<file path="src/rtl/bci_pkg.sv">
package bci_pkg;
  typedef enum logic [1:0] {
    ST_IDLE  = 2'd0,
    ST_ARMED = 2'd1,
    ST_BASE  = 2'd2,
    ST_BEAM  = 2'd3
  } seq_state_e;

  // mask selecting the low bits that must be zero for a kept sample
  function automatic logic [2:0] keep_mask(input logic [1:0] sel);
    logic [3:0] m;
    m = (4'd1 << sel) - 4'd1;
    return m[2:0];
  endfunction
endpackage

</file>
<file path="src/rtl/bci_ctrl.sv">
module bci_ctrl
  import bci_pkg::*;
#(
  parameter int MAX_LOG2 = 10,
  parameter int LOG2_W   = $clog2(MAX_LOG2 + 1)
) (
  input  logic              clk,
  input  logic              rst_n,
  input  logic              arm_req,
  input  logic              beam_sync,
  input  logic [LOG2_W-1:0] win_log2,
  input  logic [1:0]        dec_sel,
  input  logic              accept,
  output seq_state_e        state,
  output logic [LOG2_W-1:0] l_q,
  output logic [1:0]        dec_q,
  output logic              start,
  output logic              done,
  output logic              missed
);
  localparam int CNT_W = (MAX_LOG2 < 1) ? 1 : MAX_LOG2;

  logic [CNT_W-1:0]  cnt;
  logic [CNT_W-1:0]  last_idx;
  logic [LOG2_W-1:0] l_in;
  logic [32:0]       len_m1;
  logic              at_last;

  assign l_in     = (win_log2 > LOG2_W'(MAX_LOG2)) ? LOG2_W'(MAX_LOG2) : win_log2;
  assign len_m1   = (33'd1 << l_q) - 33'd1;
  assign last_idx = len_m1[CNT_W-1:0];
  assign at_last  = (cnt == last_idx);
  assign start    = (state == ST_ARMED) && beam_sync;

  always_ff @(posedge clk or negedge rst_n) begin
    if (!rst_n) begin
      state  <= ST_IDLE;
      cnt    <= '0;
      l_q    <= '0;
      dec_q  <= '0;
      done   <= 1'b0;
    end else begin
      done <= 1'b0;
      unique case (state)
        ST_IDLE: begin
          if (arm_req) state <= ST_ARMED;
        end
        ST_ARMED: begin
          if (beam_sync) begin
            state <= ST_BASE;
            cnt   <= '0;
            l_q   <= l_in;
            dec_q <= dec_sel;
          end
        end
        ST_BASE: begin
          if (accept) begin
            if (at_last) begin
              state <= ST_BEAM;
              cnt   <= '0;
            end else begin
              cnt <= cnt + CNT_W'(1);
            end
          end
        end
        ST_BEAM: begin
          if (accept) begin
            if (at_last) begin
              state <= ST_IDLE;
              cnt   <= '0;
              done  <= 1'b1;
            end else begin
              cnt <= cnt + CNT_W'(1);
            end
          end
        end
        default: state <= ST_IDLE;
      endcase
    end
  end

  // sticky flag: a set request outranks the clear
  always_ff @(posedge clk or negedge rst_n) begin
    if (!rst_n) begin
      missed <= 1'b0;
    end else if (beam_sync && (state != ST_ARMED)) begin
      missed <= 1'b1;
    end else if (arm_req && (state == ST_IDLE)) begin
      missed <= 1'b0;
    end
  end
endmodule

</file>
<file path="src/rtl/bci_window_acc.sv">
module bci_window_acc #(
  parameter int SAMPLE_W = 16,
  parameter int ACC_W    = 27
) (
  input  logic                clk,
  input  logic                rst_n,
  input  logic                clr,
  input  logic                en,
  input  logic [SAMPLE_W-1:0] din,
  output logic [ACC_W-1:0]    sum
);
  logic [ACC_W-1:0] din_ext;

  assign din_ext = {{(ACC_W - SAMPLE_W){din[SAMPLE_W-1]}}, din};

  always_ff @(posedge clk or negedge rst_n) begin
    if (!rst_n) begin
      sum <= '0;
    end else if (clr) begin
      sum <= '0;
    end else if (en) begin
      sum <= sum + din_ext;
    end
  end
endmodule

</file>
<file path="src/rtl/bci_corr_stream.sv">
module bci_corr_stream
  import bci_pkg::*;
#(
  parameter int SAMPLE_W = 16,
  parameter int ACC_W    = 27,
  parameter int LOG2_W   = 4,
  localparam int OUT_W   = SAMPLE_W + 1
) (
  input  logic                clk,
  input  logic                rst_n,
  input  logic                start,
  input  logic                take,
  input  logic [LOG2_W-1:0]   l_q,
  input  logic [1:0]          dec_q,
  input  logic [ACC_W-1:0]    base_sum,
  input  logic [SAMPLE_W-1:0] din,
  input  logic                out_ready,
  output logic                out_valid,
  output logic [OUT_W-1:0]    out_data
);
  logic signed [ACC_W-1:0] avg_full;
  logic [OUT_W-1:0]        avg_n;
  logic [OUT_W-1:0]        corr;
  logic [2:0]              phase;
  logic                    keep;

  assign avg_full = $signed(base_sum) >>> l_q;
  assign avg_n    = avg_full[OUT_W-1:0];
  assign corr     = {din[SAMPLE_W-1], din} - avg_n;
  assign keep     = ((phase & keep_mask(dec_q)) == 3'd0);

  always_ff @(posedge clk or negedge rst_n) begin
    if (!rst_n) begin
      phase <= '0;
    end else if (start) begin
      phase <= '0;
    end else if (take) begin
      phase <= phase + 3'd1;
    end
  end

  always_ff @(posedge clk or negedge rst_n) begin
    if (!rst_n) begin
      out_valid <= 1'b0;
      out_data  <= '0;
    end else if (take && keep) begin
      out_valid <= 1'b1;
      out_data  <= corr;
    end else if (out_ready) begin
      out_valid <= 1'b0;
    end
  end
endmodule

</file>
<file path="src/rtl/bci_sequencer.sv">
module bci_sequencer
  import bci_pkg::*;
#(
  parameter int SAMPLE_W  = 16,
  parameter int MAX_LOG2  = 10,
  localparam int LOG2_W   = $clog2(MAX_LOG2 + 1),
  localparam int ACC_W    = SAMPLE_W + MAX_LOG2 + 1,
  localparam int OUT_W    = SAMPLE_W + 1,
  localparam int RES_W    = ACC_W + 1,
  localparam int N_WIN    = 2
) (
  input  logic                clk,
  input  logic                rst_n,
  input  logic                arm_req,
  input  logic                beam_sync,
  input  logic [LOG2_W-1:0]   win_log2,
  input  logic [1:0]          dec_sel,
  input  logic                smp_valid,
  output logic                smp_ready,
  input  logic [SAMPLE_W-1:0] smp_data,
  output logic                cor_valid,
  input  logic                cor_ready,
  output logic [OUT_W-1:0]    cor_data,
  output logic                res_valid,
  output logic [RES_W-1:0]    res_intensity,
  output logic                armed,
  output logic                busy,
  output logic                missed_trig
);
  seq_state_e        state;
  logic [LOG2_W-1:0] l_q;
  logic [1:0]        dec_q;
  logic              start;
  logic              accept;
  logic [N_WIN-1:0]  win_open;
  logic [ACC_W-1:0]  sums [N_WIN];

  assign smp_ready = !((state == ST_BEAM) && cor_valid && !cor_ready);
  assign accept    = smp_valid && smp_ready;
  assign win_open  = {state == ST_BEAM, state == ST_BASE};
  assign armed     = (state == ST_ARMED);
  assign busy      = (state == ST_BASE) || (state == ST_BEAM);

  bci_ctrl #(
    .MAX_LOG2 (MAX_LOG2),
    .LOG2_W   (LOG2_W)
  ) u_ctrl (
    .clk       (clk),
    .rst_n     (rst_n),
    .arm_req   (arm_req),
    .beam_sync (beam_sync),
    .win_log2  (win_log2),
    .dec_sel   (dec_sel),
    .accept    (accept),
    .state     (state),
    .l_q       (l_q),
    .dec_q     (dec_q),
    .start     (start),
    .done      (res_valid),
    .missed    (missed_trig)
  );

  // index 0 integrates the baseline window, index 1 the beam window
  for (genvar g = 0; g < N_WIN; g++) begin : g_win
    bci_window_acc #(
      .SAMPLE_W (SAMPLE_W),
      .ACC_W    (ACC_W)
    ) u_acc (
      .clk   (clk),
      .rst_n (rst_n),
      .clr   (start),
      .en    (win_open[g] && accept),
      .din   (smp_data),
      .sum   (sums[g])
    );
  end

  assign res_intensity = {sums[1][ACC_W-1], sums[1]} - {sums[0][ACC_W-1], sums[0]};

  bci_corr_stream #(
    .SAMPLE_W (SAMPLE_W),
    .ACC_W    (ACC_W),
    .LOG2_W   (LOG2_W)
  ) u_stream (
    .clk       (clk),
    .rst_n     (rst_n),
    .start     (start),
    .take      (win_open[1] && accept),
    .l_q       (l_q),
    .dec_q     (dec_q),
    .base_sum  (sums[0]),
    .din       (smp_data),
    .out_ready (cor_ready),
    .out_valid (cor_valid),
    .out_data  (cor_data)
  );
endmodule

</file>
<file path="config.mk">
export PLATFORM = sky130hd
export DESIGN_NAME = bci_sequencer
export DESIGN_NICKNAME = d
export VERILOG_FILES = /design/src/rtl/bci_pkg.sv /design/src/rtl/bci_ctrl.sv /design/src/rtl/bci_window_acc.sv /design/src/rtl/bci_corr_stream.sv /design/src/rtl/bci_sequencer.sv
export SDC_FILE = /design/constraint.sdc
export NUM_CORES = 1
export LEC_CHECK = 0
export ABC_AREA = 1
export BUFFER_PORTS_ARGS = -buffer_cell sky130_fd_sc_hd__buf_2
export CORE_ASPECT_RATIO = 0.6
export CORE_MARGIN = 5
export CORE_UTILIZATION = 25
export DETAILED_ROUTE_END_ITERATION = 8
export GPL_TIMING_DRIVEN = 0
export HOLD_SLACK_MARGIN = 0.03
export PLACE_DENSITY = 0.49
export REMOVE_ABC_BUFFERS = 1
export SYNTH_ARGS = -nofsm -noshare
export SYNTH_HDL_FRONTEND = slang
export SYNTH_SLANG_ARGS = --single-unit
</file>
<file path="constraint.sdc">
create_clock -name clk -period 3.43 [get_ports clk]
set_clock_uncertainty 0.1 [all_clocks]
set_input_delay 0.686 -clock clk [delete_from_list [all_inputs] [get_ports clk]]
set_output_delay 0.686 -clock clk [all_outputs]
set_load 0.005 [all_outputs]
</file>
==> results.txt, run 1 <==
* DRC violation count after routing: 0
- Fraction of synthesized area in multiplexers: 0.941%
* Peak clock frequency supported by timing: approximately 300 MHz
- The final route contains 11900 vias.
- Post-Layout Inst Area: about 12000 sq um
* Tmin final: about 3.3 ns
- Traced cell by cell, the critical path runs through inv_1 > ha_2 > a21oi_1 > o21ai_0 > a21oi_1 > nand3_1 > xor2_1 > buf_2.
- Remaining global-route overflow: 0
* CTS buffer count: 9
* Synthesized area per cell: 6.29 sq um
- Dividing the detail-routed via count by the number of cells gives between 5 and 6.
- TritonCTS built the clock tree.
- Setup slack closes at roughly 0.1 ns.
- The run finished with clean final reports.
* Share of final-layout standard cells stronger than drive strength 1: roughly 12%
* Overall Global Routing Usage: roughly 18%
* Die W: 276 um
- Across the VDD grid, the largest voltage drop is 0.000334 V.
- Along the worst path, the maximum fanout reaches 4.
- Critical path endpoint category: output port
- In the final design database the tool counted ~1900 nets.
- Worst slew margin relative to its limit: around 23%
- After Yosys synthesis, full adders, half adders and majority gates account for 12.9% of the synthesized area.
- For the worst-skew pair, the clock arrives at the later sink with an insertion delay of roughly 0.38 ns.
* Post-synth top area cell: sky130_fd_sc_hd__dfrtp_1
- The number of different library cells used by synthesis comes to between 40 and 50.
* Dominant combinational cell family by area after synthesis: simple AND/OR/NAND/NOR gates
- Relative to the synthesized area, the layout overhead comes to 16.7%.
* Top cell types by occurrence after synthesis: sky130_fd_sc_hd__nand2_1 (500), sky130_fd_sc_hd__inv_1 (176), sky130_fd_sc_hd__o21ai_0 (176)
- Summing the areas of all compound-gate instances in the mapped netlist gives between 10% and 20% of the synthesized area.
* Count of filler cells inserted in the layout: between 4000 and 5000
- The number of antenna diodes in the final layout is 0.
- After synthesis, the cell types taking the most area are sky130_fd_sc_hd__dfrtp_1 (22%), sky130_fd_sc_hd__nand2_1 (18%), sky130_fd_sc_hd__ha_1 (12%).
- Area enclosed by the die boundary: between 40000 and 50000 sq um
* Standard cell with the maximum stage delay on the critical path: sky130_fd_sc_hd__dfrtp_2
- Area of the placeable core: roughly 42000 sq um
- Class of the most critical hold timing path: in -> async
* Post-Place Setup Slack: -0.791 ns
- Summed over its instances, the top area cell type makes up between 20 and 25% of the synthesized netlist area.
- Die span in y: between 150 and 200 um
- The most used flip-flop cell after synthesis is sky130_fd_sc_hd__dfrtp_1.
- The congestion estimate from routability-driven global placement came to a little under 1.
- Number of flip-flops and latches in the synthesized netlist: 95
* Via count of the first global-routing pass: between 10000 and 15000
* # Max-Cap Violations: 0
* Count of antenna-violating nets left after detailed routing: 0
* Post-synthesis instance area: 10600 sq um
* Simple-gate portion of the synthesized area: about a third
- At the worst endpoint, the arrival time is about 2.5 ns.
- Cell occurring most often along the worst timing path: sky130_fd_sc_hd__a21oi_1
- After synthesis, the share of flip-flops with an asynchronous set or reset is between 90% and 100%.
- CTS saw 95 sinks.
- Once the floorplan was initialized, standard cells occupied about a quarter of the core.
* Dpl cells: roughly 2300
- Unrepaired setup endpoints after global routing: true
- Post-synthesis share of cell area spent on xor and xnor gates: ~3.5%
- At the pin with the least slew margin, the transition time is roughly 1.2 ns.
* Post-DP Area: 11700 sq um
- In this run the critical register-to-register path is launched from u_ctrl.l_q[0].
- Total power density per cell area: 1160 nW/um^2
* Leakage component of the power: about 6 nW
- Router iterations before antenna repair: 5
- Count of port buffers added during placement: 78
- Global-route met3 utilization: under 10%
- The first global-routing pass estimated around 64000 um of wire.
* Clock-pin slew of the registers on the worst-case setup and hold paths: ~0.08 ns
- Row generation in the floorplan step produced between 50 and 60 rows.
* Crit path launch type: flop
* Portion of the post-synthesis area used by sequential elements: between 20% and 30%
* Buffer levels on the longest clock path: 2
- Clock root buffer: sky130_fd_sc_hd__clkbuf_16
* Most common cell in the synthesized netlist: sky130_fd_sc_hd__nand2_1
- Counting flops with a built-in enable in the synthesized netlist gives 0.
- The global routing stage identified its most utilized layer as met1.
* Met1 usage: between 20% and 30%
* Largest net degree at the start of global routing: between 60 and 70
- Period utilisation layout: 97.1%
* Count of placed standard cells in the final layout, fillers left out: between 2000 and 2500
- Number of antenna violations at the first check in global routing: 0
* Hold bufs inserted after CTS: 0
- Count of H-tree levels built during CTS: 3
- Crit Path Category: reg -> out
- Final count of hold timing violations: 0
* Critical Path Max Stage Delay: ~0.46 ns
* Placed wire-length estimate after detailed placement: between 30000 and 40000 um
* Critical Path RT: between 2 and 3 ns
- Final number of max-transition violations: 0
- The first routing iteration left around 1300 violations.
- Total power consumption of the routed design: ~0.014 W
- Yosys warnings: 0
- Tracing the worst setup path back leads to its startpoint at g_win[0].u_acc.sum[20].
- Dividing the detail-routed wire length by the instance count gives 18.2 um.
- The final layout contains routed wiring with a total length of ~43000 um.
- Global Route met2 Usage: between 20% and 30%
* Count of final setup violators: 0
- 79 I/O pins were placed.
* Post-Synthesis Cells: 1693
## sequential cells by signal, summed over array words and instances (netlist names)
signal / count
g_win.u_acc.sum: 54
u_stream.out_data: 17
u_ctrl.l_q: 4
u_ctrl.dec_q: 2
u_ctrl.done: 1
u_ctrl.cnt: 10
u_stream.out_valid: 1
u_ctrl.missed: 1
u_stream.phase: 3
u_ctrl.state: 2
## area by class of cell
cell class / instances / area [sq um] / area share (%)
Timing Repair Buffer: 99 / 594 / 4.79
Inverter: 183 / 694 / 5.59
Timing Repair inverter: 1 / 7.51 / 0.0605
Sequential cell: 95 / 2410 / 19.4
Clock buffer: 10 / 239 / 1.92
Clock inverter: 6 / 67.6 / 0.544
Tap cell: 570 / 713 / 5.74
Multi-Input combinational cell: 1389 / 7690 / 61.9
## per-layer routing
layer  up-vias  wire length, um
li1       5862                -
met1      5554            23500
met2       431            15100
met3        12             3970
met4         0              229
met5         -                0
## stage by stage
step	hold WS, ns	util, %	setup TNS, ns
final	0.166	29.6	0
after global routing	0.206	29.6	-0.0637
after CTS	0.180	28.7	0
after detailed placement	0.369	27.8	-11.31
after global placement	0.365	27.7	-11.25
after floorplan	0.290	-	0
## placed cells by master (no fill, tap or decap), types with 11 or more instances in the layout
cell type                  instances
sky130_fd_sc_hd__ha_2             16
sky130_fd_sc_hd__dfrtp_2          16
sky130_fd_sc_hd__inv_1           173
sky130_fd_sc_hd__ha_1             84
sky130_fd_sc_hd__a21oi_1         127
sky130_fd_sc_hd__buf_4            18
sky130_fd_sc_hd__o22ai_1          12
sky130_fd_sc_hd__nand2_1         495
sky130_fd_sc_hd__o21bai_1         12
sky130_fd_sc_hd__buf_2            77
sky130_fd_sc_hd__nand3_1         117
sky130_fd_sc_hd__nor3_1           22
sky130_fd_sc_hd__nand4_1          28
sky130_fd_sc_hd__xor2_1           31
sky130_fd_sc_hd__xnor2_1          11
sky130_fd_sc_hd__nor2_1          137
sky130_fd_sc_hd__dfrtp_1          75
sky130_fd_sc_hd__o21ai_0         156
sky130_fd_sc_hd__a21oi_2          15
sky130_fd_sc_hd__o21ai_1          18
## worst max-delay path: cells and delay by family, from the launching register on
kind,cells,cell delay [ns]
AOI/OAI and AO/OA,3,0.73
DFF,1,0.46
adders and majority gates,1,0.36
buffers and inverters,2,0.35
xor gates and xnor gates,1,0.15
and+or+nand+nor,1,0.10
## worst paths after layout
check                                         endpoint  slack (ns)  cells past startpoint
worst max-delay path                 res_intensity[21]         0.1                      8
min in group clk                  u_stream.out_data[1]        0.38                      2
worst max register to register   u_stream.out_data[11]        0.19                     14
max in group asynchronous       g_win[0].u_acc.sum[18]        2.30                      2
worst min-delay path                     u_ctrl.cnt[4]        0.17                      1
worst min register to register    u_stream.out_data[1]        0.38                      2
## timing repair
action                     in CTS  in global routing
setup endpoints to repair      39                 40
setup buffers                   4                 16
pin swaps                       1                  4
gates resized for setup        22                 91
cloned                          1                  0
## kinds of logic after synthesis
family,after synthesis
adders and majority gates,107
and+or+nand+nor,846
muxes,10
buffers and inverters,209
AOI/OAI and AO/OA,383
xor gates and xnor gates,43
DFF,95
## power by group
part / internal [W] / switching (W) / leakage [nW]
logic: 0.00396 / 0.00715 / 4.75
clock network: 0.000590 / 0.000533 / 0.145
registers: 0.00156 / 0.000593 / 1.22
(Power assumes the default switching activity.)
==> run 2, diff against run 1 <==
- BUFFER_PORTS_ARGS: -buffer_cell sky130_fd_sc_hd__buf_2 -> not set
- DONT_BUFFER_PORTS: not set -> 1
- PLACE_DENSITY: 0.49 -> 0.47
==> results.txt, run 2 (synthesis results as in run 1) <==
- The run finished with clean final reports.
- Clock Latency Late Sink: 0.38 ns (about the same)
- The total of endpoints with negative setup slack in the final report was 0 (unchanged).
- The routability congestion estimate was 0.934 (-3.3%).
- Largest fanout on the critical path: 13 (+9)
* Area enclosed by the die boundary: 46900 sq um (unchanged)
- The clock buffer count from CTS came to 9 (unchanged).
- Met1 usage: 29.6% (-0.10 points)
* Area of the placeable core: 41900 sq um (unchanged)
* Flip-flop count of the largest register, all copies and words added: 54 (unchanged)
- Commonest non-fill, non-tap cell in the layout: sky130_fd_sc_hd__nand2_1
* Placed wire-length estimate after detailed placement: 34600 um (-0.27%)
* Worst slew margin relative to its limit: 24.2% (+1.1 points)
* Total power density per cell area: 1140 nW/um^2 (-1.6%)
* Unrepaired setup endpoints after global routing: true
- Register name with the most flops: g_win.u_acc.sum
- The number of maximum-capacitance violations is 0 (unchanged).
- TritonCTS clock tree: yes
- Standard cell with the maximum stage delay on the critical path: sky130_fd_sc_hd__dfrtp_4
* FP Rows: 58 (unchanged)
- Via count of the first global-routing pass: 10200 (-1.9%)
* Global-route wire length before repair: 64400 um (about the same)
- In this run the critical register-to-register path is captured at u_stream.out_data[13].
- Highest-count cells in the layout ignoring fill and taps: sky130_fd_sc_hd__nand2_1 (498), sky130_fd_sc_hd__inv_1 (172), sky130_fd_sc_hd__o21ai_0 (154)
- The critical path is of the reg -> reg type.
* Number of cells on the worst reg-to-reg path: 15 (+1)
- Global Route met2 Usage: 22.3% (+0.25 points)
- In this run the worst setup path begins at u_ctrl.l_q[0].
- The leakage power of the design is 5.78 nW (-5.4%).
- Remaining global-route overflow: 0 (unchanged)
* Critical path endpoint category: flop
- Per-cell via count in the routed design: 5.07 (+0.67%)
- The residual antenna-violating net count after detailed routing was 0 (unchanged).
- Iter 0 DRT Violations: 1266 (-2.5%)
- The number of buffer cells added on primary ports is 0 (-100%).
* Wirelength, routed: 43300 um (+1.4%)
* Arrival time of the worst setup path: 3.57 ns (+1.03 ns)
- The maximum number of pins on one net before global-route repair is 96 (+50%).
- Period utilisation layout: 99.2% (+2.2 points)
* Cells along the critical path: clkbuf_4 > buf_6 > o21ai_0 > mux2i_1 > o21ai_0 > a21oi_1 > ha_1 > nand2_1 > o21a_1 > nor3_1 > nor2_1 > nand2_1 > nand2_1 > nand3_1 > nand2_1
- Critical Path RT: 3.60 ns (+0.96 ns)
- Combined area of the multi-input logic cells: 7590 sq um (-1.3%)
* Buffer levels on the longest clock path: 2 (unchanged)
- The register area is 2400 sq um (-0.36%).
- The count of final hold-check violations is 0 (unchanged).
- Tmin final: 3.40 ns (+0.0738 ns)
- Antenna diode count: 0 (unchanged)
- The number of H-tree levels came to 3 (unchanged).
- Boundary Pins: 79 (unchanged)
- The worst register-to-register path begins at u_ctrl.l_q[0].
- Number of nets at the end of the flow: 1833 (-4.2%)
- Clock-pin slew of the registers on the worst-case setup and hold paths: 0.08 ns (about the same)
* Global routing's busiest layer: met1
* Clock root buffer: sky130_fd_sc_hd__clkbuf_16
- Following the worst setup path forward leads to its endpoint at u_stream.out_data[13].
- The via count is 11500 (-2.8%).
* Least setup slack across all paths after layout: 0.0259 ns (-0.0738 ns)
- The fill cell total of the finished layout was 4762 (+0.36%).
* Setup slack of the worst register-to-register path: 0.03 ns (-0.16 ns)
- Max VDD drop: 0.000283 V (-15%)
- The achievable frequency was 294 MHz (-2.2%).
* Cell occurring most often along the worst timing path: sky130_fd_sc_hd__nand2_1
* Crit path launch type: flop
- The combined global-route utilization of all metal layers came to 17.7% (+0.083 points).
- Die span in y: 170 um (unchanged)
- TritonCTS sink count: 95 (unchanged)
- Registers with the most flip-flops: g_win.u_acc.sum (54), u_stream.out_data (17), u_ctrl.cnt (10)
- Effective utilization at floorplan: 25.4% (unchanged)
* Routed wire length per instance: 19.1 um (+4.9%)
- Final number of max-transition violations: 0 (unchanged)
* Critical Path Max Stage Delay: 0.48 ns (+0.02 ns)
- Post-Place Setup Slack: -0.842 ns (-0.0504 ns)
* DRC violation count after routing: 0 (unchanged)
* Class of the most critical hold timing path: in -> async
- Number of antenna violations at the first check in global routing: 0 (unchanged)
- Relative to the synthesized area, the layout overhead comes to 11.7%.
* Die W: 276 um (unchanged)
* Total power consumption of the routed design: 0.0136 W (-5.8%)
- Global-route met3 utilization: 4.61% (-0.096 points)
- Router iterations before antenna repair: 8 (+3)
- The pin slew with the least headroom to its limit is 1.13 ns (-0.0166 ns).
* Share of final-layout standard cells stronger than drive strength 1: 6.40% (-5.9 points)
## run 2: cell count changes in the layout (fill, tap and decap cells not counted), sizes merged
| cell | delta |
|---|---|
| buf | -81 |
| clkbuf | +1 |
## run 2: stage by stage
stage | util (%) | instance area, sq um | TNS, ns | hold slack, ns | cells
2_1_floorplan | - | 10500 | 0 | 0.290 | 1667
3_3_place_gp | 26.8 | 11200 | -10.61 | 0.295 | 2237
3_5_place_dp | 26.8 | 11200 | -10.84 | 0.295 | 2237
4_1_cts | 27.8 | 11600 | 0 | 0.166 | 2259
5_1_grt | 28.3 | 11900 | -0.126 | 0.194 | 2273
6_report | 28.3 | 11900 | 0 | 0.160 | 2273
## run 2: critical path, delay by kind of cell (launching register included)
kind | cells | cell delay (ns)
fa+ha+maj | 1 | 0.39
flops | 1 | 0.48
mux | 1 | 0.15
buf+inv | 2 | 0.36
simple gates | 7 | 0.80
compound gates | 4 | 1.00
## run 2: power breakdown
group	internal (W)	switching [W]
clock network	0.000590	0.000547
registers	0.00155	0.000647
logic	0.00334	0.00688
total	0.00548	0.00807
## run 2: worst min path at each step
| stage | start | endpoint | cells after the start |
|---|---|---|---|
| finish | rst_n | u_stream.out_data[3] | 1 |
| global route | rst_n | u_stream.out_data[4] | 1 |
| CTS | rst_n | u_stream.out_data[4] | 1 |
| detailed placement | rst_n | u_ctrl.cnt[7] | 0 |
| global placement | rst_n | u_ctrl.cnt[7] | 0 |
| floorplan | rst_n | g_win[0].u_acc.sum[0] | 0 |
## run 2: cell type report
class                   count  share of cell area (%)
clock buffers              10                    2.01
clock inverters             6                   0.568
inverters                 183                    5.84
multi-input cells        1389                    63.8
flip-flops and latches     95                    20.2
well taps                 570                    6.00
repair buffers             19                    1.46
repair inverters            1                  0.0631
## run 2: metal layers
| metal | vias to the layer above | wire (um) |
|---|---|---|
| met2 | 437 | 15600 |
| met1 | 5372 | 23500 |
| met5 | - | 0 |
| li1 | 5698 | - |
| met4 | 0 | 432 |
| met3 | 25 | 3830 |
## run 2: timing repair
item / in CTS / in global routing
endpoints found under the setup margin: 35 / 42
hold endpoints to repair: 95 / 0
cloned: 1 / 0
gates resized for setup: 17 / 66
hold buffers: 1 / 0
pin swaps: 1 / 4
setup buffers: 4 / 14
==> run 3, diff against run 2 <==
- SETUP_SLACK_MARGIN: not set -> 0.15
==> results.txt, run 3 (synthesis results as in run 1) <==
- Family with the most delay on the worst path: simple AND/OR/NAND/NOR gates
* Leakage component of the power: 5.90 nW (+2.1%)
* Worst path depth: 15 (unchanged)
* Weighted congestion at the end of routability-driven global placement: 0.934 (unchanged)
- The clock sink count was 95 (unchanged).
* Count of H-tree levels built during CTS: 3 (unchanged)
- The share of the core filled with cells in the final layout is 29.4% (+1.1 points).
* Count of antenna-violating nets left after detailed routing: 0 (unchanged)
- The iteration-0 DRC count of the detailed router was 1238 (-2.2%).
- Router iterations before antenna repair: 8 (unchanged)
- Slew at the pin with the worst max-slew slack: 1.17 ns (+0.0375 ns)
- The tightest min-delay check is of the in -> async type.
* Commonest non-fill, non-tap cell in the layout: sky130_fd_sc_hd__nand2_1
* Per-cell via count in the routed design: 5.09 (+0.37%)
- Final count of hold timing violations: 0 (unchanged)
* Area enclosed by the die boundary: 46900 sq um (unchanged)
- The critical path in this run is classified as reg -> reg.
- The worst hold-check slack came to 0.119 ns (-0.0407 ns).
- The overall routed net length is 43900 um (+1.2%).
- Setup slack of the worst register-to-register path: 0.20 ns (+0.18 ns)
- Count of filler cells inserted in the layout: 4730 (-0.67%)
- Register name with the most flops: g_win.u_acc.sum
- The I/O pin count came to 79 (unchanged).
* Routed wire length per instance: 19.1 um (+0.30%)
- The number of antenna violations at the first check in global routing is 0 (unchanged).
* Critical Path RT: 3.60 ns (about the same)
- Clock Latency Late Sink: 0.38 ns (about the same)
- The worst-case headroom to the max-slew limit is 21.7% (-2.5 points).
* FP Rows: 58 (unchanged)
* Critical path endpoint category: flop
* Effective utilization at floorplan: 25.4% (unchanged)
- The maximum buffer depth of the clock tree is 2 (unchanged).
* Critical Path Start: u_ctrl.l_q[0]
- The worst-case setup margin in the final layout came to 0.205 ns (+0.179 ns).
- The via count came to 11700 (+1.3%).
- DRC violation count after routing: 0 (unchanged)
- The placeable core region is 41900 sq um (unchanged).
* Max VDD drop: 0.000321 V (+13%)
- The top fanout value on the critical path came to 7 (-6).
- Among all stages on the critical path, the largest delay is contributed by sky130_fd_sc_hd__dfrtp_4.
- Counting stages on the worst path, the most repeated cell is sky130_fd_sc_hd__nand2_1.
- Following the worst setup path forward leads to its endpoint at u_stream.out_data[13].
- The final period utilization was 94.0% (-5.2 points).
- The number of buffer cells added on primary ports was 0 (unchanged).
- FF-to-FF Start: u_ctrl.l_q[0]
- The worst register-to-register path ends at u_stream.out_data[13].
- The vertical die dimension is 170 um (unchanged).
- CTS buffer count: 9 (unchanged)
* Final setup TNS: 0 ns (unchanged)
* Peak clock frequency supported by timing: 310 MHz (+5.5%)
- Total power density per cell area: 1160 nW/um^2 (+1.9%)
* Global-route wire length before repair: 64800 um (+0.64%)
- Clock root buffer: sky130_fd_sc_hd__clkbuf_16
* Synth-to-layout area growth: 16.0%
- Highest-count cells in the layout ignoring fill and taps: sky130_fd_sc_hd__nand2_1 (493), sky130_fd_sc_hd__inv_1 (171), sky130_fd_sc_hd__o21ai_0 (136)
- Number of buffers and inverters on the critical path: 2 (unchanged)
* Die W: 276 um (unchanged)
- TritonCTS built the clock tree.
- Status: complete, no violations
- The max-slew violation total from the final report came to 0 (unchanged).
* Share of final-layout standard cells stronger than drive strength 1: 11.5% (+5.1 points)
* # Max-Cap Violations: 0 (unchanged)
* Arrival time of the worst setup path: 3.39 ns (-0.18 ns)
- Registers with the most flip-flops: g_win.u_acc.sum (54), u_stream.out_data (17), u_ctrl.cnt (10)
* Clock-pin slew of the registers on the worst-case setup and hold paths: 0.08 ns (about the same)
- Count of final setup violators: 0 (unchanged)
- The post-DP HPWL was 34600 um (unchanged).
- The final layout net count came to 1854 (+1.1%).
- Cells along the critical path: clkbuf_4 > o21ai_1 > mux2i_1 > mux2i_2 > buf_4 > o21ai_0 > ha_1 > nand2_1 > o21a_1 > nor3_1 > nor2_1 > nand2_1 > nand2_1 > nand3_1 > nand2_1
- The worst setup path is launched from a flop.
- Unrepaired setup endpoints after global routing: true
- Post-Place Setup Slack: -0.842 ns (unchanged)
- The combined global-route utilization of all metal layers came to 17.8% (+0.10 points).
* Remaining global-route overflow: 0 (unchanged)
* Tmin final: 3.23 ns (-0.179 ns)
* Via count of the first global-routing pass: 10200 (+0.63%)
* Critical Path Max Stage Delay: 0.49 ns (about the same)
* Largest net degree at the start of global routing: 96 (unchanged)
- The number of diodes was 0 (unchanged).
* Flip-flop count of the largest register, all copies and words added: 54 (unchanged)
- The worst reg-to-reg path cell count was 15 (unchanged).
==> run 3: what timing repair did <==
item / CTS / global route
setup buffers: 11 / 28
setup endpoints to repair: 55 / 41
endpoints found under the hold margin: 95 / 0
gates resized for setup: 53 / 127
pin swaps: 3 / 16
hold buffers: 1 / 0
gates cloned: 1 / 0
==> run 3: cell type report <==
class / instances / area [sq um] / area share, %
multi-input combinational: 1389 / 7850 / 63.6
sequential: 95 / 2410 / 19.6
tap: 570 / 713 / 5.78
inverter: 183 / 694 / 5.63
timing repair buffer: 40 / 354 / 2.87
clock buffer: 10 / 239 / 1.94
clock inverter: 6 / 67.6 / 0.547
timing repair inverter: 1 / 7.51 / 0.0608
==> run 3: report_power, final <==
| part | leakage [nW] | internal (W) | total, W | switching, W |
|---|---|---|---|---|
| Sequential | 1.21 | 0.00156 | 0.00217 | 0.000606 |
| Clock | 0.145 | 0.000590 | 0.00114 | 0.000546 |
| Combinational | 4.54 | 0.00377 | 0.0110 | 0.00726 |
| Total | 5.90 | 0.00592 | 0.0143 | 0.00841 |
==> run 3: worst register-to-register path, stage by stage, from the launching register on <==
cell and delay [ns]:
sky130_fd_sc_hd__dfrtp_4 0.49, sky130_fd_sc_hd__clkbuf_4 0.19, sky130_fd_sc_hd__o21ai_1 0.23, sky130_fd_sc_hd__mux2i_1 0.14, sky130_fd_sc_hd__mux2i_2 0.22, sky130_fd_sc_hd__buf_4 0.16, sky130_fd_sc_hd__o21ai_0 0.09, sky130_fd_sc_hd__ha_1 0.43
sky130_fd_sc_hd__nand2_1 0.15, sky130_fd_sc_hd__o21a_1 0.24, sky130_fd_sc_hd__nor3_1 0.28, sky130_fd_sc_hd__nor2_1 0.11, sky130_fd_sc_hd__nand2_1 0.07, sky130_fd_sc_hd__nand2_1 0.05, sky130_fd_sc_hd__nand3_1 0.09, sky130_fd_sc_hd__nand2_1 0.07
==> run 3: metal layers <==
metal / part of all wire, % / vias up / GRT usage [%]
li1: - / 5741 / -
met1: 54 / 5483 / 29.8
met2: 36 / 435 / 22.5
met3: 8.6 / 23 / 4.61
met4: 0.67 / 0 / 2.15
met5: 0 / - / 0
==> run 3: metrics by stage <==
step / instance area, sq um / std cells / total power [W]
4_1_cts: 11800 / 2266 / 0.0132
2_1_floorplan: 10500 / 1667 / 0.00873
3_5_place_dp: 11200 / 2237 / 0.0117
5_1_grt: 12300 / 2294 / 0.0156
3_3_place_gp: 11200 / 2237 / 0.0116
6_report: 12300 / 2294 / 0.0143
==> run 3: worst min path at each step <==
stage	start	end	slack [ns]
after floorplan	rst_n	g_win[0].u_acc.sum[0]	0.29
after global placement	rst_n	u_ctrl.cnt[7]	0.29
after detailed placement	rst_n	u_ctrl.cnt[7]	0.30
after CTS	rst_n	u_stream.out_data[4]	0.17
after global routing	rst_n	u_stream.out_data[4]	0.16
final	rst_n	u_stream.out_data[9]	0.12
